$ cat config.mk
export PLATFORM = sky130hd
export DESIGN_NAME = dio_irq_unit
export DESIGN_NICKNAME = d
export VERILOG_FILES = /design/src/rtl/dio_irq_pkg.sv /design/src/rtl/dio_sync.sv /design/src/rtl/dio_grp_src.sv /design/src/rtl/dio_pat_cos.sv /design/src/rtl/dio_irq_unit.sv
export SDC_FILE = /design/constraint.sdc
export NUM_CORES = 1
export LEC_CHECK = 0
export BUFFER_PORTS_ARGS = -buffer_cell sky130_fd_sc_hd__buf_4
export CAP_MARGIN = 20
export CORE_AREA = 3 3 102 104
export DETAILED_ROUTE_END_ITERATION = 8
export DIE_AREA = 0 0 105 107
export GPL_ROUTABILITY_DRIVEN = 0
export PLACE_DENSITY_LB_ADDON = 0.15
export SETUP_SLACK_MARGIN = 0.2
export SLEW_MARGIN = 40
export SYNTH_ARGS = -nofsm -noshare
export SYNTH_HDL_FRONTEND = slang
export SYNTH_SLANG_ARGS = --single-unit
$ cat constraint.sdc
create_clock -name clk -period 1.31 [get_ports clk]
set_input_delay 0.1965 -clock clk [delete_from_list [all_inputs] [get_ports clk]]
set_output_delay 0.1965 -clock clk [all_outputs]
set_load 0.005 [all_outputs]
$ cat src/rtl/dio_irq_pkg.sv
package dio_irq_pkg;
  localparam int BYTE_W = 8;

  typedef enum logic [1:0] {
    SRC_NONE = 2'b00,
    SRC_LOW  = 2'b01,
    SRC_HIGH = 2'b10,
    SRC_BOTH = 2'b11
  } src_sel_e;

  // one-cycle edge of a synchronised line in the chosen direction
  function automatic logic edge_seen(input logic cur, input logic prev, input logic falling);
    return falling ? (prev & ~cur) : (cur & ~prev);
  endfunction
endpackage

$ cat src/rtl/dio_sync.sv
module dio_sync #(
  parameter int W = 8
) (
  input  logic         clk,
  input  logic         rst_n,
  input  logic [W-1:0] d,
  output logic [W-1:0] cur,
  output logic [W-1:0] prev
);
  logic [W-1:0] meta_q, stab_q, last_q;

  always_ff @(posedge clk or negedge rst_n) begin
    if (!rst_n) begin
      meta_q <= '0;
      stab_q <= '0;
      last_q <= '0;
    end else begin
      meta_q <= d;
      stab_q <= meta_q;
      last_q <= stab_q;
    end
  end

  assign cur  = stab_q;
  assign prev = last_q;
endmodule

$ cat src/rtl/dio_grp_src.sv
module dio_grp_src
  import dio_irq_pkg::*;
(
  input  logic [1:0] line_cur,   // [0] = byte bit 0, [1] = byte bit 4
  input  logic [1:0] line_prev,
  input  logic [1:0] sel,
  input  logic       falling,
  output logic       hit
);
  src_sel_e mode;
  logic     e_lo, e_hi;

  always_comb begin
    mode = src_sel_e'(sel);
    e_lo = edge_seen(line_cur[0], line_prev[0], falling);
    e_hi = edge_seen(line_cur[1], line_prev[1], falling);
    unique case (mode)
      SRC_NONE: hit = 1'b0;
      SRC_LOW:  hit = e_lo;
      SRC_HIGH: hit = e_hi;
      SRC_BOTH: hit = e_lo | e_hi;
      default:  hit = 1'b0;
    endcase
  end
endmodule

$ cat src/rtl/dio_pat_cos.sv
module dio_pat_cos #(
  parameter int W = 8
) (
  input  logic         clk,
  input  logic         rst_n,
  input  logic [W-1:0] pat_cur,
  input  logic [W-1:0] preset,
  input  logic [W-1:0] mask,
  input  logic [W-1:0] cos_cur,
  input  logic [W-1:0] cos_prev,
  output logic         pat_hit,
  output logic         cos_hit
);
  logic match_now, match_q;

  assign match_now = (((pat_cur ^ preset) & mask) == '0);

  always_ff @(posedge clk or negedge rst_n) begin
    if (!rst_n) match_q <= 1'b0;
    else        match_q <= match_now;
  end

  assign pat_hit = match_now & ~match_q;
  assign cos_hit = (cos_cur != cos_prev);
endmodule

$ cat src/rtl/dio_irq_unit.sv
module dio_irq_unit
  import dio_irq_pkg::*;
#(
  parameter int NUM_GRP = 4,
  parameter int AW      = $clog2(NUM_GRP + 4)
) (
  input  logic                      clk,
  input  logic                      rst_n,
  input  logic [AW-1:0]             bus_addr,
  input  logic                      bus_wr,
  input  logic [BYTE_W-1:0]         bus_wdata,
  output logic [BYTE_W-1:0]         bus_rdata,
  input  logic [NUM_GRP*BYTE_W-1:0] grp_in,
  input  logic [BYTE_W-1:0]         pat_in,
  input  logic [BYTE_W-1:0]         cos_in,
  output logic                      irq
);
  localparam int PW       = NUM_GRP + 2;
  localparam int HI_BIT   = BYTE_W / 2;
  localparam int A_PVAL   = NUM_GRP;
  localparam int A_PMSK   = NUM_GRP + 1;
  localparam int A_ENA    = NUM_GRP + 2;
  localparam int A_PEND   = NUM_GRP + 3;
  localparam int PAT_BIT  = NUM_GRP;
  localparam int COS_BIT  = NUM_GRP + 1;

  logic [2:0]          ctrl_q [NUM_GRP];
  logic [BYTE_W-1:0]   pval_q, pmsk_q;
  logic [1:0]          ena_q;
  logic [PW-1:0]       pend_q;
  logic [PW-1:0]       hit, en_vec, clr;

  logic [2*NUM_GRP-1:0] line_raw, line_cur, line_prev;
  logic [BYTE_W-1:0]    pat_cur, pat_prev_unused, cos_cur, cos_prev;

  genvar g;
  generate
    for (g = 0; g < NUM_GRP; g++) begin : g_grp
      assign line_raw[2*g]   = grp_in[g*BYTE_W];
      assign line_raw[2*g+1] = grp_in[g*BYTE_W + HI_BIT];

      dio_grp_src u_src (
        .line_cur  (line_cur[2*g+1 -: 2]),
        .line_prev (line_prev[2*g+1 -: 2]),
        .sel       (ctrl_q[g][1:0]),
        .falling   (ctrl_q[g][2]),
        .hit       (hit[g])
      );
      assign en_vec[g] = (ctrl_q[g][1:0] != 2'b00);
    end
  endgenerate

  dio_sync #(.W(2*NUM_GRP)) u_sync_grp (
    .clk(clk), .rst_n(rst_n), .d(line_raw), .cur(line_cur), .prev(line_prev));
  dio_sync #(.W(BYTE_W)) u_sync_pat (
    .clk(clk), .rst_n(rst_n), .d(pat_in), .cur(pat_cur), .prev(pat_prev_unused));
  dio_sync #(.W(BYTE_W)) u_sync_cos (
    .clk(clk), .rst_n(rst_n), .d(cos_in), .cur(cos_cur), .prev(cos_prev));

  dio_pat_cos #(.W(BYTE_W)) u_det (
    .clk      (clk),
    .rst_n    (rst_n),
    .pat_cur  (pat_cur),
    .preset   (pval_q),
    .mask     (pmsk_q),
    .cos_cur  (cos_cur),
    .cos_prev (cos_prev),
    .pat_hit  (hit[PAT_BIT]),
    .cos_hit  (hit[COS_BIT])
  );

  assign en_vec[PAT_BIT] = ena_q[0];
  assign en_vec[COS_BIT] = ena_q[1];

  assign clr = (bus_wr && bus_addr == AW'(A_PEND)) ? bus_wdata[PW-1:0] : '0;

  always_ff @(posedge clk or negedge rst_n) begin
    if (!rst_n) begin
      for (int i = 0; i < NUM_GRP; i++) ctrl_q[i] <= '0;
      pval_q <= '0;
      pmsk_q <= '0;
      ena_q  <= '0;
      pend_q <= '0;
    end else begin
      if (bus_wr) begin
        for (int i = 0; i < NUM_GRP; i++)
          if (bus_addr == AW'(i)) ctrl_q[i] <= bus_wdata[2:0];
        if (bus_addr == AW'(A_PVAL)) pval_q <= bus_wdata;
        if (bus_addr == AW'(A_PMSK)) pmsk_q <= bus_wdata;
        if (bus_addr == AW'(A_ENA))  ena_q  <= bus_wdata[1:0];
      end
      // a new event outranks a clear of the same flag
      pend_q <= (pend_q & ~clr) | (hit & en_vec);
    end
  end

  always_comb begin
    bus_rdata = '0;
    for (int i = 0; i < NUM_GRP; i++)
      if (bus_addr == AW'(i)) bus_rdata = BYTE_W'(ctrl_q[i]);
    if (bus_addr == AW'(A_PVAL)) bus_rdata = pval_q;
    if (bus_addr == AW'(A_PMSK)) bus_rdata = pmsk_q;
    if (bus_addr == AW'(A_ENA))  bus_rdata = BYTE_W'(ena_q);
    if (bus_addr == AW'(A_PEND)) bus_rdata = BYTE_W'(pend_q);
  end

  assign irq = |(pend_q & en_vec);
endmodule

* Word-level counts from Yosys, hierarchy flattened *
Cells that the tools add are included.
W data, S select, Z words.

word-level totals
  bits in registers = 101
  bits in latches = 0
  memory bits (writable) = 0
  memory bits (read-only) = 0
  output and inout bits = 9
  word-level logic and storage cells = 122
  memories kept = 0

cells by class
  add/sub/neg operators = 0
  $mul = 0
  divide/modulo/power cells = 0
  $lt $le $gt $ge = 0
  equal/unequal tests = 20
  shift-type cells = 0
  mux-type cells = 21
  bitwise logic cells = 45
  reductions and logical operators = 19

operators by type and width
  operator              number
  $mux W8               7
  $and A6 B6 Y6         3
  $and A1 B1 Y1         17
  $not A1 Y1            17
  $eq A2 B2 Y1 const B  8
  $pmux W1 S4           4
  $reduce_and A2 Y1     7
  $eq A3 B3 Y1 const B  4
  $and A8 B8 Y8         1
  $eq A2 B1 Y1 const B  4
  $logic_not A2 Y1      4
  $logic_not A8 Y1      1
  $mux W1               8
  $ne A8 B8 Y1          1
  $reduce_bool A2 Y1    4
  $xor A8 B8 Y8         1
  $eq A3 B2 Y1 const B  2
  $mux W6               1
  $not A6 Y6            1
  $or A6 B6 Y6          1
  $reduce_or A6 Y1      1
  $or A1 B1 Y1          4
  $eq A3 B1 Y1 const B  1
  $logic_not A3 Y1      1
  2 further kinds       2

* Depth between registers and ports, before layout *
Gate-level depths: netlist (run 1).

  word-level depth = 9
  depth in mapped cells = 6
  mapped depth without buffers = 4

* By module *
A second synthesis (run 1) with hierarchy kept.

unflattened totals
  cells, all modules = 273
  area, all modules = 4041.4 µm²

by module, submodules not included
  module        instances  cells an instance  area each (µm²)  sequential area each (µm²)
  dio_irq_unit  1          147                1836.8           900.9
  dio_sync      3          24                 600.6            600.6
  dio_pat_cos   1          26                 227.7            25.0
  dio_grp_src   4          7                  43.8             0.0

* Worst setup path after synthesis (run 1) *
No wires, ideal clock.

  kind = input -> output
  start = in bus_addr[0]
  end = out bus_rdata[2]
  data arrival time = 1.073 ns
  path slack = 0.041 ns
  stages = 5
  buffers on the path = 2
  cell sequence = buf_6 > buf_6 > mux4_2 > nand2_1 > o21ai_1

on the way
  cells in the longest elaborated chain, start to end = 9

ends and longest elaborated chain
  element               RTL line             RTL
  start: declaration    dio_irq_unit.sv:9    input logic [AW-1:0] bus_addr,
  $logic_not A3 Y1      dio_irq_unit.sv:100  if (bus_addr == AW'(i)) bus_rdata = BYTE_W'(ctrl_q[i]);
  $mux W3               dio_irq_unit.sv:100
  $mux W8 (3 in a row)  dio_irq_unit.sv:100
  $mux W8               dio_irq_unit.sv:101  if (bus_addr == AW'(A_PVAL)) bus_rdata = pval_q;
  $mux W8               dio_irq_unit.sv:102  if (bus_addr == AW'(A_PMSK)) bus_rdata = pmsk_q;
  $mux W8               dio_irq_unit.sv:103  if (bus_addr == AW'(A_ENA)) bus_rdata = BYTE_W'(ena_q);
  $mux W8 (*)           dio_irq_unit.sv:104  if (bus_addr == AW'(A_PEND)) bus_rdata = BYTE_W'(pend_q);
  end: declaration      dio_irq_unit.sv:12   output logic [BYTE_W-1:0] bus_rdata,

Mark *: on every way between the ends. The rest lies on a longest branch, timed or not.

* Worst setup path after layout (run 1) *
  start = reg ena_q[1]
  end = out bus_rdata[1]

on the way
  cells in the longest elaborated chain, start to end = 2

ends and longest elaborated chain
  element                   RTL line             RTL
  start: declaration        dio_irq_unit.sv:29   logic [1:0] ena_q;
  start signal: assignment  dio_irq_unit.sv:90   if (bus_addr == AW'(A_ENA)) ena_q <= bus_wdata[1:0];
  $mux W8                   dio_irq_unit.sv:103
  $mux W8                   dio_irq_unit.sv:104

Every way passes these cells.

==> results.cfg, run 1 <==
[yosys]
synth.avg_cell_area_um2 = 14.1
synth-seq-cells = 101
synth_cells = 268
synth.yosys.warnings = 0
synth.distinct_cells = 33
yosysSeqAreaShare_pct = 67.0
synth_flop_cell = dfrtp_1
synth_edf_count = 0
async_reset_ff_share_pct = 100
syn_nets = 330
syn-cell-area_mm2 = 0.00377

[cells_and_area]
diodes = 0
instances_no_fill = 531
fin_nets = 455
drive_above_1_share_pct = 43.2
final_cell_area_mm2 = 0.00528
final_common_cell = dfrtp_1
utilization_pct = 54.8
final_cell_mix = dfrtp_1, buf_4, mux2_2
synthToLayoutAreaGrowth_pct = 39.9

[floorplanning]
start_util_pct = 39.1
num_rows = 36
dieHeight_um = 107
dieArea_mm2 = 0.0112
io_pins = 71
core_mm2 = 0.00964
die_w_um = 105

[critical_path]
crit_arrival_ns = 1.59
cp-start-kind = flop
cp_max_fo = 4
crit_type = flop to output port
cp_data_required_time_ns = 1.11
worstSetupEndpointType = output port

[global_route]
grt_max_degree = 33
grt_pass1_wl_um = 12400
first_global_vias = 2469
grt.overflow.total = 0
grt_usage_pct = 14.2
antenna_found_initial = 0

[detailed_routing]
antenna_left = 0
drc = 0
num_vias = 2445
drt-pass1-iter-count = 4
drtIter0Drc = 92
routed_via_density = 4.60
finalWirelength_um = 7510
wl_per_cell_um = 14.1

[pwr]
power_switching_mw = 2.00
switching_share_pct = 27.8
comb_power_share_pct = 21.1
powerDensity_mw_per_mm2 = 1370
p_clk_share_pct = 27.1
pwr-share-seq_pct = 51.9
leakage_nw = 2.39
power.total_mw = 7.21
p_int_mw = 5.20
ir_worst_vdd_v = 0.000654

[placed_design]
dp.cells = 481
placed_area_mm2 = 0.00463
post-place-ws_ns = -0.126
hpwlAfterDp_um = 5300
io_buffers = 46

[sta]
slew_headroom_pct = 79.2
rsz0062_at_grt = true
maxSlewViolCount = 0
finClkSkew_ns = 0.00626
hold_viol_final = 0
setup_ws_ns = -0.481
fmax_ghz = 0.558
hold_ws_ns = 0.0690
max_slew.worst_pin.slew_ns = 0.312
min_period_ns = 1.79
setup_viol = 8
setup_tns_ns = -2.64
post-route-period-util_pct = 137

[clocking]
cts_buffers = 9
cts_root_buffer = clkbuf_8
cts_tree = built
path_clk_slew_ns = 0.10
htree_levels = 3
worstSkewPairLatency_ns = 0.36
clock_path_buffers = 2
cts_sinks = 101

[min_path]
worstHoldPathType = input pin to flop

[run_status]
status = complete, but fails checks
violations = setup timing

[flow_run]
cap_violations = 0
power by group through the flow:
stage / sequential [mW] / combinational (mW) / clock (mW)
floorplan: 3.74 / 0.646 / 0
global placement: 3.78 / 1.23 / 0
detailed placement: 3.79 / 1.25 / 0
CTS: 3.73 / 1.45 / 2.05
global route: 3.78 / 1.67 / 2.17
finish: 3.74 / 1.52 / 1.95
worst max-delay path, cell delays in order (launching register included):
cell and delay, ns:
dfrtp_2 0.45, mux4_2 0.48, a21oi_2 0.13, nor2_1 0.05
buf_4 0.13
flip-flops by register name (all words and copies together) (netlist names):
signal	flops
u_sync_pat.meta_q	8
u_det.match_q	1
u_sync_pat.cur	8
u_sync_cos.prev	8
u_sync_grp.prev	8
u_sync_grp.meta_q	8
u_sync_cos.cur	8
pend_q	6
u_sync_cos.meta_q	8
pmsk_q	8
u_sync_grp.cur	8
ena_q	2
ctrl_q	12
pval_q	8
area by class of cell:
cell class / count / area, um^2
clock inverters: 6 / 62.6
clock buffers: 10 / 138
multi-input cells: 157 / 1300
inverters: 3 / 13.8
flip-flops and latches: 101 / 2530
well taps: 133 / 166
fillers: 835 / 4360
repair buffers: 121 / 1070
per-layer routing:
layer	GRT usage, %	share of wire [%]	vias up
met5	0	0	-
met4	4.22	0.73	0
met3	4.03	3.6	5
met2	22.4	48	41
met1	19.3	48	1203
li1	-	-	1196
cells by family after synthesis:
family          after synthesis  synth area share (%)
buf+inv                      10                  1.76
xor+xnor                     16                  3.71
simple gates                 60                  7.79
flops                       101                  67.0
mux                          41                  12.9
compound gates               40                  6.90
cell usage after synthesis, types with 7 or more instances:
master | n | area (um^2)
mux2_2 | 30 | 338
xnor2_1 | 8 | 70.1
xor2_1 | 8 | 70.1
a21oi_1 | 7 | 35.0
dfrtp_1 | 101 | 2530
o21ai_0 | 12 | 60.1
nand2_1 | 22 | 82.6
mux2i_1 | 8 | 80.1
nor2_1 | 22 | 82.6
path summary, 6_finish.rpt:
path	endpoint	start	slack (ns)	cells past startpoint
max in group asynchronous	pend_q[2]	rst_n	0.61	3
setup / recovery	bus_rdata[1]	ena_q[1]	-0.48	4
hold / removal	pval_q[6]	bus_wdata[6]	0.07	2
min in group asynchronous	u_sync_grp.cur[2]	rst_n	0.25	2
setup reg to reg	pend_q[4]	pval_q[1]	-0.02	5
hold reg to reg	u_sync_cos.cur[2]	u_sync_cos.meta_q[2]	0.35	0
repair_timing:
item,4_1_cts,5_1_grt
endpoints found under the hold margin,121,0
hold buffers,25,0
endpoints found under the setup margin,15,16
gates resized for setup,18,24
buffers inserted,6,3
pin swaps,8,7
Power figures use the tool's default switching activity.
==> run 2: changes to the inputs <==
Settings changed: BUFFER_PORTS_ARGS -buffer_cell sky130_fd_sc_hd__buf_4 to default, DONT_BUFFER_PORTS from default to 1.
==> run 2 against run 1 <==
The flow finishes with violations (hold timing, setup timing). Design area shrank 11%. Global-route usage is essentially flat. Power decreased by 6.8%.
==> results.cfg, run 2 (synthesis results as in run 1) <==
[sta]
max_slew.worst_pin.slew_ns = 0.335
rsz0062_at_grt = true
setup_viol = 7
slew_headroom_pct = 77.7
post-route-period-util_pct = 129
setup_ws_ns = -0.374
hold_viol_final = 101
hold_ws_ns = -0.491
maxSlewViolCount = 0
fmax_ghz = 0.594
min_period_ns = 1.68
finClkSkew_ns = 0.00414

[placed_design]
hpwlAfterDp_um = 4770
io_buffers = 0
placed_area_mm2 = 0.00400

[critical_path]
cp_data_required_time_ns = 1.11
crit_buf_inv = 0
worstSetupEndpointType = output port
crit_arrival_ns = 1.49
critPathSlowestCell = mux4_2
cp_max_fo = 4
crit_family = multiplexers
crit_type = flop to output port
cp-start-kind = flop
cp_slowest_stage_delay_ns = 0.49
crit_chain = mux4_2, a21oi_2, nor2_1

[clocking]
cts_sinks = 101
hold_buffers = 32
cts_root_buffer = clkbuf_8
htree_levels = 3
worstSkewPairLatency_ns = 0.37
cts_tree = built
cts_buffers = 9
path_clk_slew_ns = 0.10
clock_path_buffers = 2

[cells_and_area]
final_cell_area_mm2 = 0.00467
fin_nets = 383
final_common_cell = dfrtp_1
largest-register = ctrl_q
drive_above_1_share_pct = 28.8
final_cell_mix = dfrtp_1, dlygate4sd3_1, mux2_2
largest_reg_flops = 12
fillerInstances = 877
diodes = 0
synthToLayoutAreaGrowth_pct = 23.8

[detailed_routing]
drtIter0Drc = 39
drc = 0
antenna_left = 0
num_vias = 2239
finalWirelength_um = 7310
wl_per_cell_um = 15.9
drt-pass1-iter-count = 4
routed_via_density = 4.88

[flow_run]
cap_violations = 0

[pwr]
leakage_nw = 1.99
ir_worst_vdd_v = 0.00105
power.total_mw = 6.72
powerDensity_mw_per_mm2 = 1440

[floorplanning]
num_rows = 36
start_util_pct = 39.1
dieHeight_um = 107
io_pins = 71
die_w_um = 105
dieArea_mm2 = 0.0112
core_mm2 = 0.00964

[global_route]
antenna_found_initial = 0
grt_max_degree = 102
grt.overflow.total = 0
grt_usage_pct = 14.2
grt_pass1_wl_um = 12300
first_global_vias = 2358

[run_status]
status = complete, but fails checks
violations = hold timing, setup timing

[min_path]
worstHoldPathType = input pin to asynchronous set/reset pin
==> run 2: worst paths after layout <==
path                                           start  cells after the start  slack, ns                   end
worst min register to register  u_sync_pat.meta_q[5]                      0       0.35     u_sync_pat.cur[5]
worst max-delay path                        ena_q[0]                      3      -0.37          bus_rdata[0]
worst max register to register             pval_q[1]                      4       0.04             pend_q[4]
worst min-delay path                           rst_n                      0      -0.49    u_sync_grp.prev[2]
min in group clk                         bus_addr[1]                      2       0.08             ctrl_q[6]
max in group asynchronous                      rst_n                      0       1.63  u_sync_pat.meta_q[6]
==> run 2: area by class of cell <==
class	count	area, um^2	share of cell area, %
Multi-Input combinational cell	157	1300	27.9
Inverter	3	13.8	0.295
Clock buffer	9	124	2.65
Tap cell	133	166	3.56
Timing Repair Buffer	49	470	10.1
Clock inverter	7	68.8	1.47
Sequential cell	101	2530	54.1
==> run 2: metrics by stage <==
step	cells	utilization [%]	setup TNS [ns]	setup slack [ns]
floorplan	268	-	0	0.0737
global placement	406	41.5	0	0.0242
detailed placement	406	41.5	0	0.0164
CTS	456	47.6	-1.74	-0.398
global route	459	48.5	-2.43	-0.437
finish	459	48.5	-1.66	-0.374
==> run 2: what timing repair did <==
item,in CTS,in global routing
hold endpoints to repair,157,101
setup endpoints to repair,15,16
pin swaps,5,12
resized for setup,22,19
buffers inserted,2,3
==> run 2: where the power goes <==
part / total [mW] / switching [mW] / internal (mW)
Combinational: 1.08 / 0.422 / 0.659
Clock: 1.88 / 1.15 / 0.739
Sequential: 3.75 / 0.279 / 3.47
==> run 2: layer usage <==
layer / share of wire [%] / track usage, %
met1: 46 / 18.9
met2: 48 / 22.2
met3: 4.1 / 4.33
met4: 1.6 / 5.06
met5: 0 / 0
==> run 3: changes to the inputs <==
--- a/constraint.sdc
+++ b/constraint.sdc
@@ -3,2 +3,2 @@
 set_output_delay 0.1965 -clock clk [all_outputs]
-set_load 0.005 [all_outputs]
+set_load 0.02 [all_outputs]
==> run 3 against run 2 <==
The flow still finishes with violations (hold timing, setup timing). Cell count grew 2.8%. Critical path depth is the same. Die area is the same. Maximum frequency shrank 4.1%. Register-to-register slack lost 0.04 ns. Sequential share of layout area shrank 1.4 points. Critical endpoint unchanged. Largest cell class unchanged. Highest routed layer unchanged.
==> results.cfg, run 3 (synthesis results as in run 1) <==
[global_route]
grt.overflow.total = 0
first_global_vias = 2321
grt_max_degree = 102
grt_usage_pct = 13.9
grt_pass1_wl_um = 12200
antenna_found_initial = 0

[cells_and_area]
synthToLayoutAreaGrowth_pct = 27.2
largest_reg_flops = 12
diodes = 0
final_cell_mix = dfrtp_1, dlygate4sd3_1, mux2_2
fin_nets = 396
utilization_pct = 49.8
instances_no_fill = 472
largest-register = ctrl_q
drive_above_1_share_pct = 31.3
final_common_cell = dfrtp_1
final_cell_area_mm2 = 0.00480

[critical_path]
crit_type = flop to output port
crit_chain = mux4_2, a21oi_4, nor2_4
critPathSlowestCell = mux4_2
crit_arrival_ns = 1.56
crit_buf_inv = 0
cp_data_required_time_ns = 1.11
crit_family = multiplexers
cp_slowest_stage_delay_ns = 0.52
worstSetupEndpointType = output port
cp-start-kind = flop
cp_max_fo = 3

[floorplanning]
dieArea_mm2 = 0.0112
dieHeight_um = 107
die_w_um = 105
start_util_pct = 39.1
core_mm2 = 0.00964
num_rows = 36
io_pins = 71

[clocking]
worstSkewPairLatency_ns = 0.36
hold_buffers = 32
cts_tree = built
htree_levels = 3
cts_buffers = 9
clock_path_buffers = 2
path_clk_slew_ns = 0.10
cts_root_buffer = clkbuf_8
cts_sinks = 101

[flow_run]
cap_violations = 0

[sta]
max_slew.worst_pin.slew_ns = 0.334
hold_ws_ns = -0.490
post-route-period-util_pct = 134
slew_headroom_pct = 77.7
fmax_ghz = 0.569
setup_tns_ns = -2.44
hold_viol_final = 101
finClkSkew_ns = 0.00835
setup_ws_ns = -0.446
maxSlewViolCount = 0
setup_viol = 7
rsz0062_at_grt = true
min_period_ns = 1.76

[detailed_routing]
antenna_left = 0
num_vias = 2295
wl_per_cell_um = 15.6
drtIter0Drc = 87
finalWirelength_um = 7380
drc = 0
drt-pass1-iter-count = 4
routed_via_density = 4.86

[placed_design]
dp.cells = 417
hpwlAfterDp_um = 4710
placed_area_mm2 = 0.00411
io_buffers = 0
post-place-ws_ns = -0.0692

[pwr]
powerDensity_mw_per_mm2 = 1450
power.total_mw = 6.96
leakage_nw = 2.07
ir_worst_vdd_v = 0.000671

[run_status]
status = complete, but fails checks
violations = hold timing, setup timing

[min_path]
worstHoldPathType = input pin to asynchronous set/reset pin
[run 3: cell types whose count changed in the layout (fill, tap and decap cells not counted), sizes merged]
cell,change
buf,+13
clkinv,-2
inv,+2
[run 3: worst paths after layout]
path | from | slack, ns | endpoint | depth (start not counted)
worst max-delay path | pend_q[0] | -0.45 | bus_rdata[0] | 3
worst max register to register | pval_q[0] | 0 | pend_q[4] | 5
worst min-delay path | rst_n | -0.49 | u_sync_grp.meta_q[2] | 0
max in group asynchronous | rst_n | 1.62 | u_sync_grp.cur[7] | 0
min in group clk | bus_addr[1] | 0.08 | ctrl_q[6] | 2
worst min register to register | u_sync_grp.meta_q[7] | 0.36 | u_sync_grp.cur[7] | 0
[run 3: area by class of cell]
cell class,instances,area (um^2)
multi-input combinational,157,1310
clock inverter,7,75.1
clock buffer,9,124
timing repair buffer,62,583
sequential,101,2530
tap,133,166
inverter,3,13.8
fill,869,4840
[run 3: what timing repair did]
action | CTS | global route
gates resized for setup | 15 | 22
endpoints found under the hold margin | 157 | 101
buffers inserted | 2 | 5
endpoints found under the setup margin | 15 | 16
pin swaps | 10 | 10
[run 3: power breakdown]
| part | switching [mW] | total (mW) | leakage (nW) | internal [mW] |
|---|---|---|---|---|
| Clock | 1.18 | 1.94 | 0.0990 | 0.760 |
| Sequential | 0.267 | 3.74 | 1.18 | 3.47 |
| Combinational | 0.502 | 1.28 | 0.793 | 0.773 |
| Total | 1.95 | 6.96 | 2.07 | 5.00 |
[run 3: routing by layer]
layer	vias to the layer above	GRT usage, %	share of wire [%]
li1	1069	-	-
met1	1171	18.9	46
met2	50	22.2	49
met3	5	3.91	4.6
met4	0	3.66	0.96
met5	-	0	0
